## src/rtl/irtx_pkg.sv

```systemverilog
// Package: shared types for the infrared transmit timing generator.
// Assumes nothing beyond IEEE 1800-2017 enums.
package irtx_pkg;

    // Carrier duty option selected by a static pin
    typedef enum logic {
        DUTY_QUARTER = 1'b0,
        DUTY_THIRD   = 1'b1
    } duty_e;

endpackage

```

## src/rtl/irtx_subdiv.sv

```systemverilog
// Subcarrier divider: counts DIV oscillator clocks per subcarrier period,
// flags the last clock of each period and forms the carrier pulse, high
// for the first HI_Q or HI_T clocks. Assumes HI_T and HI_Q below DIV.
// The phase is forced to 0 whenever run is low.
module irtx_subdiv
    import irtx_pkg::*;
#(
    parameter int DIV  = 12,
    parameter int HI_Q = 3,
    parameter int HI_T = 4,
    localparam int PW  = $clog2(DIV)
) (
    input  logic  clk,
    input  logic  rst_n,
    input  logic  run,
    input  duty_e duty,
    output logic  tick,
    output logic  pulse
);

    logic [PW-1:0] phase;
    logic [PW-1:0] hi_len;

    // Phase counter, parked at 0 while stopped
    always_ff @(posedge clk) begin
        if (!rst_n || !run) begin
            phase <= '0;
        end else if (phase == PW'(DIV - 1)) begin
            phase <= '0;
        end else begin
            phase <= phase + 1'b1;
        end
    end

    // Carrier high length and period strobe
    always_comb begin
        hi_len = (duty == DUTY_THIRD) ? PW'(HI_T) : PW'(HI_Q);
        tick   = run && (phase == PW'(DIV - 1));
        pulse  = run && (phase < hi_len);
    end

endmodule

```

## src/rtl/irtx_ctl_timer.sv

```systemverilog
// Control timer: counts subcarrier periods modulo TOTAL and flags the
// period that closes a repetition. Assumes tick is a one-clock strobe.
module irtx_ctl_timer #(
    parameter int TOTAL = 4096,
    localparam int TW   = $clog2(TOTAL)
) (
    input  logic          clk,
    input  logic          rst_n,
    input  logic          tick,
    output logic [TW-1:0] count,
    output logic          wrap
);

    // Repetition-closing strobe
    always_comb begin
        wrap = tick && (count == TW'(TOTAL - 1));
    end

    // Period counter with explicit wrap
    always_ff @(posedge clk) begin
        if (!rst_n) begin
            count <= '0;
        end else if (wrap) begin
            count <= '0;
        end else if (tick) begin
            count <= count + 1'b1;
        end
    end

endmodule

```

## src/rtl/irtx_code_shift.sv

```systemverilog
// Code shifter: captures the code word at each repetition wrap and moves
// to the next bit, most significant first, every BIT_PULSES periods.
// Assumes TOTAL periods per repetition equals BIT_PULSES * BITS, so the
// local period count and the control timer stay aligned.
module irtx_code_shift #(
    parameter int BITS       = 64,
    parameter int BIT_PULSES = 64,
    localparam int BW        = $clog2(BIT_PULSES + 1)
) (
    input  logic            clk,
    input  logic            rst_n,
    input  logic            tick,
    input  logic            wrap,
    input  logic [BITS-1:0] code_word,
    output logic            cur_bit
);

    logic [BITS-1:0] sreg;
    logic [BW-1:0]   pcnt;
    logic            bit_end;

    // End of the current bit time
    always_comb begin
        bit_end = tick && (pcnt == BW'(BIT_PULSES - 1));
        cur_bit = sreg[BITS-1];
    end

    // Periods elapsed within the current bit
    always_ff @(posedge clk) begin
        if (!rst_n || wrap) begin
            pcnt <= '0;
        end else if (bit_end) begin
            pcnt <= '0;
        end else if (tick) begin
            pcnt <= pcnt + 1'b1;
        end
    end

    // Load at repetition start, shift left at each bit end
    always_ff @(posedge clk) begin
        if (!rst_n) begin
            sreg <= '0;
        end else if (wrap) begin
            sreg <= code_word;
        end else if (bit_end) begin
            sreg <= {sreg[BITS-2:0], 1'b0};
        end
    end

endmodule

```

## src/rtl/irtx_sleep.sv

```systemverilog
// Sleep control: counts subcarrier periods with no key held, saturating
// at IDLE, and drops the run enable at a repetition wrap once the count
// is reached. A wake pulse sets the enable again and wins over a stop on
// the same edge. Assumes wrap implies tick.
module irtx_sleep #(
    parameter int IDLE = 1008,
    localparam int IW  = $clog2(IDLE + 1)
) (
    input  logic clk,
    input  logic rst_n,
    input  logic tick,
    input  logic wrap,
    input  logic key_held,
    input  logic wake,
    output logic run
);

    logic [IW-1:0] idle_cnt;
    logic          idle_done;

    // Timeout reached
    always_comb begin
        idle_done = (idle_cnt >= IW'(IDLE));
    end

    // Idle period counter, cleared by any key activity
    always_ff @(posedge clk) begin
        if (!rst_n || key_held) begin
            idle_cnt <= '0;
        end else if (tick && !idle_done) begin
            idle_cnt <= idle_cnt + 1'b1;
        end
    end

    // Set-reset run enable
    always_ff @(posedge clk) begin
        if (!rst_n) begin
            run <= 1'b1;
        end else if (wake) begin
            run <= 1'b1;
        end else if (wrap && idle_done) begin
            run <= 1'b0;
        end
    end

endmodule

```

## src/rtl/irtx_timing.sv

```systemverilog
// Top: infrared transmit timing generator. Ties the subcarrier divider,
// control timer, code shifter and sleep control together and gates the
// carrier with the current code bit. Assumes duty_sel is static over a
// repetition and wake is synchronous to clk.
module irtx_timing
    import irtx_pkg::*;
#(
    parameter int DIV          = 12,
    parameter int HI_QUARTER   = 3,
    parameter int HI_THIRD     = 4,
    parameter int BIT_PULSES   = 64,
    parameter int BITS         = 64,
    parameter int IDLE_PERIODS = 1008,
    localparam int TOTAL       = BIT_PULSES * BITS,
    localparam int TW          = $clog2(TOTAL)
) (
    input  logic            clk,
    input  logic            rst_n,
    input  logic            duty_sel,
    input  logic            key_held,
    input  logic            wake,
    input  logic [BITS-1:0] code_word,
    output logic            ir_out,
    output logic            running,
    output logic            sub_tick,
    output logic [TW-1:0]   timer_val
);

    logic  run;
    logic  tick;
    logic  pulse;
    logic  wrap;
    logic  cur_bit;
    duty_e duty;

    // Static option decode
    always_comb begin
        duty = duty_e'(duty_sel);
    end

    irtx_subdiv #(
        .DIV  (DIV),
        .HI_Q (HI_QUARTER),
        .HI_T (HI_THIRD)
    ) u_div (
        .clk   (clk),
        .rst_n (rst_n),
        .run   (run),
        .duty  (duty),
        .tick  (tick),
        .pulse (pulse)
    );

    irtx_ctl_timer #(
        .TOTAL (TOTAL)
    ) u_tmr (
        .clk   (clk),
        .rst_n (rst_n),
        .tick  (tick),
        .count (timer_val),
        .wrap  (wrap)
    );

    irtx_code_shift #(
        .BITS       (BITS),
        .BIT_PULSES (BIT_PULSES)
    ) u_shf (
        .clk       (clk),
        .rst_n     (rst_n),
        .tick      (tick),
        .wrap      (wrap),
        .code_word (code_word),
        .cur_bit   (cur_bit)
    );

    irtx_sleep #(
        .IDLE (IDLE_PERIODS)
    ) u_slp (
        .clk      (clk),
        .rst_n    (rst_n),
        .tick     (tick),
        .wrap     (wrap),
        .key_held (key_held),
        .wake     (wake),
        .run      (run)
    );

    // Output gating
    always_comb begin
        ir_out   = pulse && cur_bit;
        running  = run;
        sub_tick = tick;
    end

endmodule

```

## config.mk

```make
export PLATFORM = sky130hd
export DESIGN_NAME = irtx_timing
export DESIGN_NICKNAME = d
export VERILOG_FILES = /design/src/rtl/irtx_pkg.sv /design/src/rtl/irtx_subdiv.sv /design/src/rtl/irtx_ctl_timer.sv /design/src/rtl/irtx_code_shift.sv /design/src/rtl/irtx_sleep.sv /design/src/rtl/irtx_timing.sv
export SDC_FILE = /design/constraint.sdc
export NUM_CORES = 1
export LEC_CHECK = 0
export ABC_AREA = 0
export BUFFER_PORTS_ARGS = -buffer_cell sky130_fd_sc_hd__buf_2
export CAP_MARGIN = 20
export CORE_ASPECT_RATIO = 1.1
export CORE_UTILIZATION = 40
export DETAILED_ROUTE_END_ITERATION = 10
export SETUP_SLACK_MARGIN = 0.5
export SLEW_MARGIN = 20
export SYNTH_ARGS = -nofsm -noshare
export SYNTH_HDL_FRONTEND = slang
export SYNTH_SLANG_ARGS = --single-unit
export TNS_END_PERCENT = 30
```

## constraint.sdc

```tcl
create_clock -name clk -period 3.35 [get_ports clk]
set_clock_uncertainty 0.15 [all_clocks]
set_input_delay 0.67 -clock clk [delete_from_list [all_inputs] [get_ports clk]]
set_output_delay 0.67 -clock clk [all_outputs]
set_load 0.03 [all_outputs]
```

==> results of run 1 <==
## worst min path at each step
stage                     endpoint  slack, ns  depth (start not counted)
CTS                  u_shf.pcnt[6]       0.31                          2
detailed placement  u_div.phase[0]       0.30                          1
global route         u_shf.pcnt[6]       0.34                          2
finish              u_div.phase[0]       0.31                          1
floorplan            u_shf.pcnt[6]       0.27                          2
global placement    u_div.phase[0]       0.29                          1
## area by class of cell
| cell class | instances | share of cell area |
|---|---|---|
| flip-flops and latches | 98 | 0.3845 |
| multi-input cells | 332 | 0.4230 |
| clock buffers | 10 | 0.04488 |
| clock inverters | 5 | 0.01103 |
| well taps | 143 | 0.03507 |
| repair buffers | 90 | 0.09416 |
| inverters | 10 | 0.007357 |
## cell families after synthesis
logic type,Yosys count,synth area share
AOI/OAI and AO/OA,148,0.1826
xor gates and xnor gates,20,0.04084
adders and majority gates,7,0.02042
buffers and inverters,42,0.04346
DFF,98,0.4574
muxes,66,0.1540
and+or+nand+nor,91,0.1012
## through the flow
step | worst slack, ns | hold WS, ns
2_1_floorplan | 0.6540 | 0.2729
3_3_place_gp | 0.7434 | 0.2929
3_5_place_dp | 0.7164 | 0.2970
4_1_cts | 0.7155 | 0.3093
5_1_grt | 0.6113 | 0.3372
6_report | 0.7353 | 0.3080
## sequential cells by signal (all words and copies together), names as in the netlist
signal,cells
u_div.phase,4
u_shf.pcnt,7
u_shf.sreg,64
u_slp.idle_cnt,10
u_slp.run,1
u_tmr.count,12
## layer usage
metal  up-vias  routed length [µm]  track usage
met3         9                 344      0.03924
li1       1828                   -            -
met5         -                   0            0
met1      1672                4375       0.2195
met2        63                4250       0.2877
met4         0                  89      0.05797
## Yosys cell counts, types with 7 or more instances
master,n,area (µm²)
clkbuf_1,22,82.58
nor2_1,32,120.1
xnor2_1,10,87.58
nand2_1,20,75.07
dfxtp_1,98,1962
inv_1,9,33.78
o21ai_0,67,335.3
a21oi_1,67,335.3
xor2_1,10,87.58
ha_1,7,87.58
mux2i_1,66,660.6
buf_4,7,52.55
nand4_1,7,43.79
nand3_1,9,45.04
## power by group through the flow
stage,Clock [mW],Sequential [mW],Combinational (mW)
floorplan,0,1.20,0.0401
global placement,0,1.20,0.0876
finish,0.991,1.17,0.0881
detailed placement,0,1.20,0.0885
CTS,1.02,1.17,0.0895
global route,1.07,1.17,0.101
==> results.py, run 1 <==
metrics = {
    "outcome": {
        "status": "completed",
    },
    "critical_path": {
        "required_ns": 2.53,
        "path_class": "input port to output port",
        "crit_fanout": 3,
        "cp-endpoint": "ir_out",
        "cp-end-kind": "output port",
        "r2r_end": "u_shf.sreg[42]",
        "worst-r2r-cell-count": 7,
        "crit_path_start": "duty_sel",
        "crit_slowest_cell": "a2111oi_2",
        "crit_chain": "buf_2 -> ha_1 -> o21ai_0 -> nand2b_1 -> a2111oi_2 -> buf_2",
        "crit_path_max_incr_delay_ns": 0.33,
        "critical_path_buf_inv_count": 2,
        "worstPathArrival_ns": 1.79,
        "crit_family": "compound AO/OA/AOI/OAI gates",
        "reg2reg_slack_ns": 0.97,
        "r2r-start": "u_div.phase[0]",
        "cp-start-kind": "input port",
        "crit_path_frequent_cell": "buf_2",
        "cp.depth": 6,
    },
    "sta": {
        "clock.fmax_mhz": 382.5,
        "hold_viol_final": 0,
        "setup_viol": 0,
        "fin_crit_ns": 2.615,
        "setup_tns_ns": 0,
        "rsz0062_at_grt": "false",
        "final.period_utilization": 0.7805,
        "report.final.slew_viol_count": 0,
        "tightest_slew_ns": 0.6479,
        "relSlewSlack": 0.5681,
    },
    "min_path": {
        "hp-start": "u_div.phase[0]",
        "hold_class": "flop to flop",
    },
    "layout": {
        "final_common_cell": "dfxtp_1",
        "fin_util": 0.4909,
        "drive_above_1_share": 0.2000,
        "post-route-cell-area_um2": 5102,
        "diodes": 0,
        "final_cell_mix": "98 x dfxtp_1, 83 x buf_2, 67 x o21ai_0, 67 x a21oi_1, 66 x mux2i_1",
        "multiInputGateArea_um2": 2158,
        "layout.nets": 617,
        "layoutNonFillerInstCount": 688,
        "area_growth_syn_to_layout_pct": 18.96,
        "regArea_um2": 1962,
        "fillCellCount": 1031,
    },
    "power": {
        "power_mw": 2.251,
        "p_int_mw": 1.783,
        "p_sw_mw": 0.4675,
        "p_sw_frac": 0.2077,
        "p_leak_nw": 1.793,
        "power_frac_comb": 0.039,
        "power.density_nw_per_um2": 441.1,
        "seq_power_share": 0.520,
        "ir_drop_uv": 197.1,
        "clkPwrFrac": 0.440,
    },
    "synthesis": {
        "synth_ff_type": "dfxtp_1",
        "yosys.cell_types.count": 35,
        "postSynthCellCount": 472,
        "ys_warn_count": 0,
        "avgSynthCellArea_um2": 9.087,
        "synth_seq_cells": 98,
        "synthArstFlopShare": 0,
        "synth_edf_count": 0,
        "yosysSeqAreaShare": 0.4574,
        "synth_nets": 548,
        "mappedNetlistArea_um2": 4289,
    },
    "place": {
        "place_area_um2": 4817,
        "io_buffer_count": 83,
        "routabilityCongestion": 0.7887,
        "dp.cells": 673,
        "place_hpwl_um": 6058,
    },
    "clock_tree": {
        "cts_resized": 0,
        "hold_buffers": 0,
        "cts_root_buf": "clkbuf_16",
        "cts_inserted_buffers": 9,
        "clock_latency_ns": 0.34,
        "post_cts_buffers": 0,
        "clk_pin_slew_worst_paths_ns": 0.06,
        "cts_sinks": 98,
        "cts_tree": "done",
        "clk_path_buf_depth": 2,
        "htreeDepth": 3,
    },
    "floorplanning": {
        "num_rows": 39,
        "dieWidth_um": 100.7,
        "core_um2": 10390,
        "start_util": 0.4127,
        "die_h_um": 110.6,
        "die-area_um2": 11140,
        "ios": 84,
    },
    "route": {
        "vias_per_cell": 5.192,
        "detail-route-antenna-nets": 0,
        "dr.pass1.iters": 4,
        "drc": 0,
        "wl_per_cell_um": 13.17,
        "wl_um": 9059,
        "vias": 3572,
        "drtIter0Drc": 136,
    },
    "global_routing": {
        "grt_first_pass_wirelength_um": 15570,
        "antenna_found_initial": 0,
        "overflow": 0,
        "grt_usage": 0.1732,
        "grt_pass1_vias": 3432,
        "grt_max_degree": 64,
    },
    "job": {
        "cap_violations": 0,
    },
}
No activity file was read; power rests on OpenSTA's default activity.
==> inputs of run 2 (changes only) <==
- ABC_AREA: 0 -> 1
- clock period: 3.35 -> 2.2 ns (I/O delays scaled with it)
==> results.py, run 2 <==
metrics = {
    "critical_path": {
        "worstPathArrival_ns": 1.39,
        "worst-r2r-cell-count": 10,
        "cp-end-kind": "output port",
        "required_ns": 1.61,
        "r2r_end": "u_slp.idle_cnt[3]",
        "cp-start-kind": "flop",
        "r2r-start": "u_div.phase[1]",
        "reg2reg_slack_ns": 0.25,
        "crit_fanout": 4,
        "path_class": "flop to output port",
    },
    "place": {
        "io_buffer_count": 83,
        "routabilityCongestion": 0.7749,
        "dp.cells": 972,
        "place_hpwl_um": 9456,
    },
    "min_path": {
        "hp-start": "wake",
        "hold_depth": 3,
        "hold_class": "input port to flop",
        "holdPathEnd": "u_slp.run",
    },
    "synthesis": {
        "synth_compound_area_frac": 0.06961,
        "yosysSeqAreaShare": 0.3871,
        "synth-adder-area-share": 0.01728,
        "synth_ff_type": "dfxtp_1",
        "avgSynthCellArea_um2": 6.678,
        "postSynthCellCount": 759,
        "synthArstFlopShare": 0,
        "synth_nets": 835,
        "synth_top_family_by_area": "simple AND/OR/NAND/NOR gates",
        "ys_warn_count": 0,
        "synth.top_cell.area_share": 0.3871,
        "synth_edf_count": 0,
        "yosys.cell_types.count": 31,
        "synth_area_leaders": "dfxtp_1 39%, nand2_1 18%, nand3_1 10%",
        "yosysMostFrequentCell": "nand2_1",
        "yosys.area_share.xor_xnor": 0.01555,
        "synth_top_cell_by_area": "dfxtp_1",
        "mappedNetlistArea_um2": 5069,
        "ys_top_cells_by_count": "238 x nand2_1, 103 x nand3_1, 98 x dfxtp_1, 82 x inv_1, 48 x nand4_1",
        "muxShareOfSynthArea": 0,
        "synthSimpleGateAreaFrac": 0.4006,
        "synth_seq_cells": 98,
    },
    "clock_tree": {
        "clk_path_buf_depth": 2,
        "cts_root_buf": "clkbuf_16",
        "clk_pin_slew_worst_paths_ns": 0.07,
        "clock_latency_ns": 0.35,
        "cts_tree": "done",
        "cts_inserted_buffers": 9,
        "htreeDepth": 3,
        "cts_sinks": 98,
        "hold_buffers": 0,
    },
    "layout": {
        "reg_top3": "u_shf.sreg: 64 flops, u_tmr.count: 12 flops, u_slp.idle_cnt: 10 flops",
        "final_common_cell": "nand2_1",
        "fillCellCount": 1147,
        "largest_register": "u_shf.sreg",
        "fin_util": 0.5666,
        "layoutNonFillerInstCount": 1034,
        "diodes": 0,
        "layout.nets": 951,
        "final_cell_mix": "224 x nand2_1, 99 x nand3_1, 81 x inv_1, 81 x buf_2, 81 x dfxtp_1",
        "drive_above_1_share": 0.2670,
        "area_growth_syn_to_layout_pct": 36.29,
        "largest_reg_flops": 64,
    },
    "sta": {
        "setup_tns_ns": 0,
        "rsz0062_at_grt": "true",
        "tightest_slew_ns": 0.4981,
        "clock.fmax_mhz": 504.2,
        "relSlewSlack": 0.6667,
        "report.final.slew_viol_count": 0,
        "setup_viol": 0,
        "hold_viol_final": 0,
        "final.period_utilization": 0.9015,
        "fin_crit_ns": 1.983,
    },
    "route": {
        "drc": 0,
        "wl_um": 16300,
        "top_layer": "met4",
        "detail-route-antenna-nets": 0,
        "met1_length_um": 7045,
        "vias_per_cell": 5.279,
        "dr_wl_met3_um": 736,
        "vias": 5458,
        "dr.pass1.iters": 5,
        "drtIter0Drc": 397,
        "dr_wl_met2_um": 8089,
        "wl_per_cell_um": 15.76,
    },
    "outcome": {
        "status": "completed",
    },
    "global_routing": {
        "grt_first_pass_wirelength_um": 23870,
        "grt_pass1_vias": 5018,
        "grt_usage": 0.2336,
        "grt_max_degree": 41,
        "antenna_found_initial": 0,
        "overflow": 0,
    },
    "floorplanning": {
        "die-area_um2": 13130,
        "ios": 84,
        "dieWidth_um": 109.3,
        "num_rows": 42,
        "start_util": 0.4157,
        "die_h_um": 120.1,
        "core_um2": 12190,
    },
    "power": {
        "p_int_mw": 2.691,
        "power_mw": 3.497,
        "ir_drop_uv": 300.1,
        "power.density_nw_per_um2": 506.2,
        "clkPwrFrac": 0.434,
        "p_sw_mw": 0.8065,
        "p_leak_nw": 3.130,
        "p_sw_frac": 0.2306,
        "power_frac_comb": 0.056,
        "seq_power_share": 0.509,
    },
    "job": {
        "cap_violations": 0,
    },
}
## run 2: changes by cell type in the layout (fill, tap and decap cells not counted), moves of 41 or more
cell / previous run / this run
nand4_1: 7 / 48
nand2_1: 20 / 224
nand3_1: 8 / 99
mux2i_1: 66 / 0
o21ai_0: 67 / 6
inv_1: 9 / 81
## run 2: timing repair
action / 4_1_cts / 5_1_grt
setup endpoints to repair: 87 / 96
setup buffers: 12 / 22
pin swaps: 6 / 11
gates cloned: 3 / 9
resized for setup: 37 / 66
## run 2: how the worst max path moves through the flow
| stage | start | endpoint | slack [ns] | depth (start not counted) |
|---|---|---|---|---|
| 4_1_cts | u_div.phase[1] | ir_out | 0.26 | 5 |
| 5_1_grt | u_div.phase[1] | sub_tick | 0.17 | 5 |
| 3_5_place_dp | u_div.phase[1] | u_slp.idle_cnt[2] | 0.23 | 8 |
| 2_1_floorplan | u_tmr.count[1] | u_shf.sreg[38] | 0.48 | 11 |
| 3_3_place_gp | u_div.phase[1] | u_shf.sreg[41] | 0.24 | 8 |
| 6_report | u_div.phase[1] | sub_tick | 0.22 | 5 |
## run 2: metal layers
| layer | track usage | up-vias |
|---|---|---|
| met5 | 0 | - |
| met1 | 0.2993 | 2563 |
| met2 | 0.3911 | 166 |
| li1 | - | 2701 |
| met3 | 0.03096 | 28 |
| met4 | 0.09583 | 0 |
## run 2: cell families after synthesis
logic type / count (synthesis)
and+or+nand+nor: 443
buffers and inverters: 132
xor gates and xnor gates: 9
adders and majority gates: 7
AOI/OAI and AO/OA: 70
DFF: 98
## run 2: area by class of cell
type                       instances  area (µm²)  area share
timing repair buffer             146        1269      0.1837
clock buffer                      14       264.0     0.03822
multi-input combinational        530        2793      0.4043
clock inverter                     2       12.51    0.001811
sequential                        98        1993      0.2885
inverter                          87       344.1     0.04981
tap                              154       192.7     0.02789
timing repair inverter             3       40.04    0.005796
## run 2: power groups by stage
stage / Combinational (mW) / Clock (mW) / Sequential (mW)
after floorplan: 0.0791 / 0 / 1.82
after global placement: 0.155 / 0 / 1.82
after detailed placement: 0.159 / 0 / 1.82
after CTS: 0.173 / 1.52 / 1.78
after global routing: 0.218 / 1.60 / 1.78
final: 0.196 / 1.52 / 1.78
## run 2: worst max-delay path: stages, from the launching register on
cell	delay, ns
dfxtp_4	0.38
ha_4	0.17
nand3_4	0.09
nor2_4	0.17
buf_12	0.12
buf_8	0.11
## run 2: metrics by stage
stage	worst slack (ns)	hold WS, ns	cell area (µm²)
after floorplan	0.4794	0.2688	5172
after global placement	0.2443	0.2790	5715
after detailed placement	0.2291	0.2821	5715
after CTS	0.2574	0.1294	6337
after global routing	0.1655	0.1374	6908
final	0.2167	0.1328	6908
==> inputs of run 3 (changes only) <==
- PLACE_DENSITY_LB_ADDON: not set -> 0.15
- clock period: 2.2 -> 1.6 ns (I/O delays scaled with it)
==> results.py, run 3 (synthesis gave the netlist of run 2 again) <==
metrics = {
    "job": {
        "cap_violations": 0,
    },
    "sta": {
        "whs_ns": 0.03025,
        "clock.fmax_mhz": 504.6,
        "report.final.slew_viol_count": 0,
        "setup_viol": 95,
        "setup_tns_ns": -23.33,
        "tightest_slew_ns": 0.3961,
        "relSlewSlack": 0.7349,
        "rsz0062_at_grt": "true",
        "final.period_utilization": 1.239,
        "hold_viol_final": 0,
        "fin_crit_ns": 1.982,
        "fin_ws_ns": -0.3817,
    },
    "floorplanning": {
        "ios": 84,
        "die-area_um2": 13130,
        "dieWidth_um": 109.3,
        "start_util": 0.4157,
        "core_um2": 12190,
        "num_rows": 42,
        "die_h_um": 120.1,
    },
    "route": {
        "detail-route-antenna-nets": 0,
        "drtIter0Drc": 474,
        "vias_per_cell": 5.441,
        "vias": 5925,
        "wl_per_cell_um": 16.81,
        "dr.pass1.iters": 5,
        "wl_um": 18310,
        "drc": 0,
    },
    "outcome": {
        "status": "complete, but fails checks",
        "violations": "negative setup slack",
    },
    "global_routing": {
        "grt_pass1_vias": 5635,
        "grt_max_degree": 41,
        "antenna_found_initial": 0,
        "grt_usage": 0.2685,
        "grt_first_pass_wirelength_um": 27070,
        "overflow": 0,
    },
    "layout": {
        "diodes": 0,
        "final_common_cell": "nand2_1",
        "layout.nets": 1006,
        "area_growth_syn_to_layout_pct": 63.49,
        "reg_top3": "u_shf.sreg: 64 flops, u_tmr.count: 12 flops, u_slp.idle_cnt: 10 flops",
        "fillCellCount": 930,
        "final_cell_mix": "184 x nand2_1, 84 x nand3_1, 82 x dfxtp_1, 79 x inv_1, 68 x buf_2",
        "largest_register": "u_shf.sreg",
        "drive_above_1_share": 0.3925,
        "layoutNonFillerInstCount": 1089,
        "largest_reg_flops": 64,
    },
    "min_path": {
        "holdPathEnd": "u_slp.run",
        "hold_depth": 3,
        "hold_class": "input port to flop",
        "hp-start": "wake",
    },
    "clock_tree": {
        "clock_latency_ns": 0.35,
        "cts_sinks": 98,
        "cts_inserted_buffers": 9,
        "clk_pin_slew_worst_paths_ns": 0.07,
        "cts_tree": "done",
        "htreeDepth": 3,
        "clk_path_buf_depth": 2,
        "cts_root_buf": "clkbuf_16",
    },
    "critical_path": {
        "crit_fanout": 9,
        "cp-start-kind": "flop",
        "required_ns": 1.73,
        "path_class": "flop to flop",
        "worstPathArrival_ns": 2.12,
        "cp-end-kind": "flop",
        "worst-r2r-cell-count": 11,
        "r2r-start": "u_div.phase[1]",
        "r2r_end": "u_shf.sreg[43]",
        "reg2reg_slack_ns": -0.38,
    },
    "power": {
        "ir_drop_uv": 426.5,
        "power.density_nw_per_um2": 631.8,
        "p_leak_nw": 3.749,
    },
    "place": {
        "place_hpwl_um": 9617,
        "dp_slack_ns": -0.1945,
        "dp.cells": 1016,
        "routabilityCongestion": 0.8051,
        "io_buffer_count": 83,
    },
}
## run 3: cell count changes in the layout (fill, tap and decap cells not counted), moves of 9 or more
cell and change:
nand3_2 +13, buf_6 +31, nand2_1 -40, buf_2 -13
a21oi_1 -13, buf_16 +16, nand3_1 -15, a21oi_2 +14
nand2_2 +33, o21ai_2 +9, buf_4 +11, buf_12 +14
## run 3: worst max-delay path: stages, from the launching register on
cell     delay [ns]
dfxtp_2        0.37
ha_4           0.16
buf_6          0.10
nand4_4        0.13
nor2_4         0.17
nand3_4        0.11
buf_12         0.18
buf_12         0.13
buf_16         0.14
nand2_2        0.06
nand2_1        0.06
a21oi_1        0.13
## run 3: power breakdown
| group | switching [mW] | internal (mW) | total [mW] |
|---|---|---|---|
| clock | 0.978 | 1.46 | 2.44 |
| sequential | 0.00690 | 2.44 | 2.44 |
| combinational | 0.179 | 0.176 | 0.355 |
| total | 1.16 | 4.07 | 5.24 |
## run 3: per-stage QoR
step / cell area (µm²) / util / power [mW]
2_1_floorplan: 5147 / - / 2.607
3_3_place_gp: 6161 / 0.5053 / 2.744
3_5_place_dp: 6161 / 0.5053 / 2.751
4_1_cts: 7868 / 0.6453 / 5.242
5_1_grt: 8287 / 0.6797 / 5.352
6_report: 8287 / 0.6797 / 5.236
## run 3: timing repair
action	in CTS	in global routing
resized for setup	185	64
cloned	19	6
setup buffers	24	8
pin swaps	45	44
endpoints found under the setup margin	113	113
hold buffers	0	0
## run 3: metal layers
| metal | routed length (µm) | up-vias | share of wire | global-route usage |
|---|---|---|---|---|
| met1 | 7299 | 2792 | 0.40 | 0.3202 |
| met5 | 0 | - | 0 | 0 |
| met3 | 1252 | 55 | 0.068 | 0.04128 |
| li1 | - | 2821 | - | - |
| met2 | 9083 | 257 | 0.50 | 0.4595 |
| met4 | 671 | 0 | 0.037 | 0.1383 |
## run 3: layout make-up
type,instances,area (µm²),area share
sequential,98,1992,0.2404
multi-input combinational,529,3074,0.3710
timing repair buffer,205,2349,0.2834
inverter,87,349.1,0.04213
clock buffer,12,256.5,0.03095
tap,154,192.7,0.02325
clock inverter,4,73.82,0.008908
## run 3: how the worst max path moves through the flow
stage,startpoint,end,slack [ns],cells after the start
2_1_floorplan,u_tmr.count[1],u_shf.sreg[38],-0.12,11
3_3_place_gp,u_tmr.count[1],u_shf.sreg[19],-0.18,11
3_5_place_dp,u_div.phase[0],u_shf.sreg[9],-0.19,8
4_1_cts,u_div.phase[1],ir_out,-0.33,6
5_1_grt,u_div.phase[1],u_shf.sreg[41],-0.46,13
6_report,u_div.phase[1],u_shf.sreg[43],-0.38,11
